==> config.mk <==
export PLATFORM = sky130hd
export DESIGN_NAME = keyed_rst_ctrl
export DESIGN_NICKNAME = d
export VERILOG_FILES = /design/src/rtl/keyrst_pkg.sv /design/src/rtl/keyrst_ctrl.sv /design/src/rtl/keyrst_dp.sv /design/src/rtl/keyed_rst_ctrl.sv
export SDC_FILE = /design/constraint.sdc
export NUM_CORES = 1
export LEC_CHECK = 0
export CAP_MARGIN = 20
export CORE_MARGIN = 1
export CORE_UTILIZATION = 33
export DETAILED_ROUTE_END_ITERATION = 8
export PLACE_DENSITY = 0.7
export SYNTH_ARGS = -nofsm -noshare
export SYNTH_HDL_FRONTEND = slang
export SYNTH_SLANG_ARGS = --single-unit
==> constraint.sdc <==
create_clock -name clk -period 1.8 [get_ports clk]
set_input_delay 0.36 -clock clk [delete_from_list [all_inputs] [get_ports clk]]
set_output_delay 0.36 -clock clk [all_outputs]
set_load 0.01 [all_outputs]
==> src/rtl/keyrst_pkg.sv <==
package keyrst_pkg;
  // Write strobes issued by the decoder to the register datapath.
  typedef struct packed {
    logic lineWrite;
    logic maskWrite;
  } strobe_t;
endpackage

==> src/rtl/keyrst_ctrl.sv <==
module keyrst_ctrl
  import keyrst_pkg::*;
#(
  parameter int ADDR_W = 8,
  parameter logic [ADDR_W-1:0] LINE_ADDR = 'h18,
  parameter logic [ADDR_W-1:0] MASK_ADDR = 'hFC,
  parameter logic [7:0] KEY = 8'h88
) (
  input  logic              clk,
  input  logic              rstN,
  input  logic              busWrite,
  input  logic [ADDR_W-1:0] busAddr,
  input  logic [7:0]        keyByte,
  output strobe_t           strobes
);
  logic hitLine;
  logic hitMask;
  logic keyOk;

  assign hitLine = (busAddr == LINE_ADDR);
  assign hitMask = (busAddr == MASK_ADDR);
  assign keyOk   = (keyByte == KEY);

  always_comb begin
    strobes = '0;
    if (busWrite) begin
      strobes.lineWrite = hitLine && keyOk;
      strobes.maskWrite = hitMask;
    end
  end

  // a single access never writes both registers
  a_r8_one_strobe: assert property (@(posedge clk) disable iff (!rstN)
    $onehot0({strobes.lineWrite, strobes.maskWrite}));
endmodule

==> src/rtl/keyrst_dp.sv <==
module keyrst_dp
  import keyrst_pkg::*;
#(
  parameter int NUM_LINES = 24,
  parameter int ADDR_W = 8,
  parameter logic [ADDR_W-1:0] LINE_ADDR = 'h18,
  parameter logic [ADDR_W-1:0] MASK_ADDR = 'hFC
) (
  input  logic                 clk,
  input  logic                 rstN,
  input  strobe_t              strobes,
  input  logic [NUM_LINES-1:0] wrBits,
  input  logic [ADDR_W-1:0]    rdAddr,
  output logic [31:0]          rdData,
  output logic [NUM_LINES-1:0] lineOut
);
  logic [NUM_LINES-1:0] lineReg;
  logic [NUM_LINES-1:0] maskReg;

  always_ff @(posedge clk or negedge rstN) begin
    if (!rstN) begin
      lineReg <= '0;
    end else if (strobes.lineWrite) begin
      lineReg <= wrBits;
    end
  end

  always_ff @(posedge clk or negedge rstN) begin
    if (!rstN) begin
      maskReg <= '0;
    end else if (strobes.maskWrite) begin
      maskReg <= wrBits;
    end
  end

  // One gate per line: the line is driven only while its mask bit is set.
  for (genvar i = 0; i < NUM_LINES; i++) begin : g_gate
    assign lineOut[i] = lineReg[i] & maskReg[i];
  end

  always_comb begin
    rdData = '0;
    if (rdAddr == LINE_ADDR) begin
      rdData[NUM_LINES-1:0] = lineReg;
    end else if (rdAddr == MASK_ADDR) begin
      rdData[NUM_LINES-1:0] = maskReg;
    end
  end

  // without a line strobe the line register holds its value
  a_r3_line_hold: assert property (@(posedge clk) disable iff (!rstN)
    !strobes.lineWrite |=> $stable(lineReg));

  // without a mask strobe the mask register holds its value
  a_r8_mask_hold: assert property (@(posedge clk) disable iff (!rstN)
    !strobes.maskWrite |=> $stable(maskReg));
endmodule

==> src/rtl/keyed_rst_ctrl.sv <==
module keyed_rst_ctrl
  import keyrst_pkg::*;
#(
  parameter int NUM_LINES = 24,
  parameter int ADDR_W = 8,
  parameter logic [ADDR_W-1:0] LINE_ADDR = 'h18,
  parameter logic [ADDR_W-1:0] MASK_ADDR = 'hFC,
  parameter logic [7:0] KEY = 8'h88
) (
  input  logic                 clk,
  input  logic                 rstN,
  input  logic                 busWrite,
  input  logic [ADDR_W-1:0]    busAddr,
  input  logic [31:0]          busWdata,
  output logic [31:0]          busRdata,
  output logic [NUM_LINES-1:0] resetLines
);
  localparam int KEY_LSB = 24;

  strobe_t strobes;
  logic    unusedWdata;

  assign unusedWdata = &{1'b0, busWdata};

  keyrst_ctrl #(
    .ADDR_W(ADDR_W), .LINE_ADDR(LINE_ADDR), .MASK_ADDR(MASK_ADDR), .KEY(KEY)
  ) u_ctrl (
    .clk(clk), .rstN(rstN), .busWrite(busWrite), .busAddr(busAddr),
    .keyByte(busWdata[31:KEY_LSB]), .strobes(strobes)
  );

  keyrst_dp #(
    .NUM_LINES(NUM_LINES), .ADDR_W(ADDR_W),
    .LINE_ADDR(LINE_ADDR), .MASK_ADDR(MASK_ADDR)
  ) u_dp (
    .clk(clk), .rstN(rstN), .strobes(strobes),
    .wrBits(busWdata[NUM_LINES-1:0]), .rdAddr(busAddr),
    .rdData(busRdata), .lineOut(resetLines)
  );

  // a keyed write to the line offset shows up on read-back next cycle
  a_r2_keyed_load: assert property (@(posedge clk) disable iff (!rstN)
    (busWrite && busAddr == LINE_ADDR && busWdata[31:KEY_LSB] == KEY
     && $stable(busAddr))
    |=> (busAddr != LINE_ADDR) || (busRdata[NUM_LINES-1:0] == $past(busWdata[NUM_LINES-1:0])));

  // writing an all-zero mask releases every line from the next edge
  a_r5_release: assert property (@(posedge clk) disable iff (!rstN)
    (busWrite && busAddr == MASK_ADDR && busWdata[NUM_LINES-1:0] == '0)
    |=> resetLines == '0);

  // positions above the line count always read zero
  a_r6_upper_zero: assert property (@(posedge clk) disable iff (!rstN)
    busRdata[31:NUM_LINES] == '0);
endmodule

==> reports/qor.txt <==
# Max-Cap Violations - 0
antenna violations before repair - 0
Worst Skew - 0 ns
Avg WL per Cell - 16.5 µm
area of the core - 0.00725 mm²
PwrDens - 523 mW/mm²
Pleak - 1.87 nW
total power - 2.03 mW
post-synthesis cell count - 199
Simple-Gate Fraction of Synth Area - 0.132
RSZ-0062 raised after global routing - yes
final WL - 6.72 mm
effective utilization at floorplan - 0.342
Die ar. - 0.00786 mm²
maximum buffer depth of the clock tree - 2
hold slack - 0.00994 ns
TritonCTS buffer count - 5
Post-DP Area - 0.00350 mm²
final hold violations - 0
Post-synth top cells - 48 x dfrtp_1, 25 x nor2_1, 24 x a22oi_1, 24 x and2_1, 20 x mux2_4
Final Cycle Share - 0.998
Root Driver - clkbuf_8
mux contribution to synthesized area - 0.248
flops & latches, synth - 48
crit-path max FO - 4
CP required - 1.44 ns
warnings from Yosys - 0
Fmax - 0.557 GHz
cell row count - 31
cell with the most instances after synthesis - dfrtp_1
via count - 1901
area leader, netlist - dfrtp_1
maximum vdd drop - 0.300 mV
Seq/Total Area, Yosys - 0.485
antenna cells - 0
Adder-Cell Fraction of Synth Area - 0
setup_tns - 0 ns
Synth Area in Compound Gates - 0.0727
Post-route DRC - 0
Pre-Repair DR Iteration Count - 4
Hold Path Class - in2async
fin nets - 349
Critical Path End Type - output pin
Setup WS pre-CTS - -0.708 ns
status - finished, final reports clean
Syn Area/Cell - 12.4 µm²
PortBufs - 90
H-Tree Depth - 2
share of cells above drive strength 1 - 0.401
vias in the first global route - 1990
top cell type's share of synthesized area - 0.485
Setup CP Type - in2out
CTS sink count - 48
largest net degree at the start of global routing - 31
GP Congestion - 0.685
cts hold-fix bufs - 0
Post-Synth XOR/XNOR Area - 0
Worst-path clk slew - 0.08 ns
GRT Total Usage - 0.179
area grow syn2layout - 56.5%
Clk Latency, worst-skew pair - 0.30 ns
final slew viol count - 0
Cell variety after synth - 18
final setup violation count - 0
Post-synth ARST share - 1.00
largest family of logic cells by synthesized area - multiplexers
first-pass GRT wire length - 10.4 mm
Vias/cell - 4.68
Worst EP arrival - 1.44 ns
Die Ht - 88.6 µm
EDFF count, synth - 0
CTS tree - built
DR iter-0 viols - 63
minimum clock period - 1.80 ns
Most used DFF post-synth - dfrtp_1
io pins - 99
fin area - 0.00388 mm²
die span in x - 88.6 µm
global route total overflow - 0
Detail Route Antenna Nets - 0
Area contributors post-synth - dfrtp_1 48%, mux2_4 12%, mux2_1 8.6%
setup ws final - 0.00436 ns
post-synthesis cell area - 0.00248 mm²
post-DP HPWL - 3.92 mm
startpoint types - input pin
==> per-layer routing <==
layer / up-vias / GRT usage / wire [µm]
met1: 926 / 0.235 / 3020
met5: - / 0 / 0
li1: 897 / - / -
met4: 0 / 0.0660 / 93
met3: 10 / 0.0289 / 280
met2: 68 / 0.299 / 3320
==> through the flow <==
stage,cells,util
final,406,0.535
after global routing,406,0.535
after CTS,408,0.541
after detailed placement,385,0.483
after global placement,385,0.483
after floorplan,206,-
==> area by class of cell <==
| cell class | count | area [µm²] |
|---|---|---|
| inverters | 1 | 3.75 |
| flip-flops and latches | 48 | 1200 |
| repair buffers | 113 | 1130 |
| well taps | 99 | 124 |
| clock inverters | 2 | 10.0 |
| fillers | 630 | 3380 |
| multi-input cells | 137 | 1320 |
| clock buffers | 6 | 82.6 |
==> power by group <==
group	leakage, nW	total, mW	internal (mW)	switching [mW]
Combinational	1.15	0.238	0.141	0.0968
Clock	0.0510	0.667	0.307	0.360
Sequential	0.666	1.12	1.10	0.0214
==> timing repair <==
action / 4_1_cts / 5_1_grt
resized for setup: 164 / 20
gates cloned: 6 / 1
setup endpoints to repair: 72 / 65
buffers inserted: 9 / 4
pin swaps: 16 / 19
==> placed cells by master (no fill, tap or decap), drive strengths merged <==
| master | instances |
|---|---|
| mux2 | 48 |
| clkdlybuf4s50 | 49 |
| a22oi | 24 |
| clkdlybuf4s15 | 1 |
| clkinv | 2 |
| and2 | 24 |
| nor4 | 1 |
| nor2 | 25 |
| dlygate4sd2 | 8 |
| nor4b | 2 |
| dlymetal6s2s | 4 |
| or3b | 1 |
| dfrtp | 48 |
| clkbuf | 7 |
| inv | 1 |
| and4 | 1 |
| buf | 50 |
| conb | 8 |
| nand3 | 2 |
| nor3 | 1 |
==> worst max-delay path: stages <==
cell and delay, ns:
buf_6 0.10, nor4_4 0.27, buf_6 0.16, buf_12 0.12
buf_8 0.11, a22oi_2 0.06, nor2_1 0.11, buf_2 0.13
==> cell families after synthesis <==
kind of cell,Yosys count
simple gates,57
mux,48
flops,48
compound gates,24
buf+inv,21
other cells,1
==> final timing paths <==
| path | end | slack (ns) | from | cells past startpoint |
|---|---|---|---|---|
| worst max-delay path | busRdata[12] | 0.004 | busAddr[7] | 8 |
| worst min-delay path | u_dp.lineReg[9] | 0.01 | rstN | 1 |
| worst max register to register | u_dp.lineReg[21] | 1.00 | u_dp.lineReg[21] | 1 |
| worst min register to register | u_dp.lineReg[2] | 0.52 | u_dp.lineReg[2] | 1 |
| max in group asynchronous | u_dp.maskReg[15] | 1.26 | rstN | 2 |
| min in group clk | u_dp.lineReg[2] | 0.52 | u_dp.lineReg[2] | 1 |
==> state kept, by name, summed over array words and instances (netlist names) <==
signal	count
u_dp.maskReg	24
u_dp.lineReg	24
No activity file was read; power rests on OpenSTA's default activity.
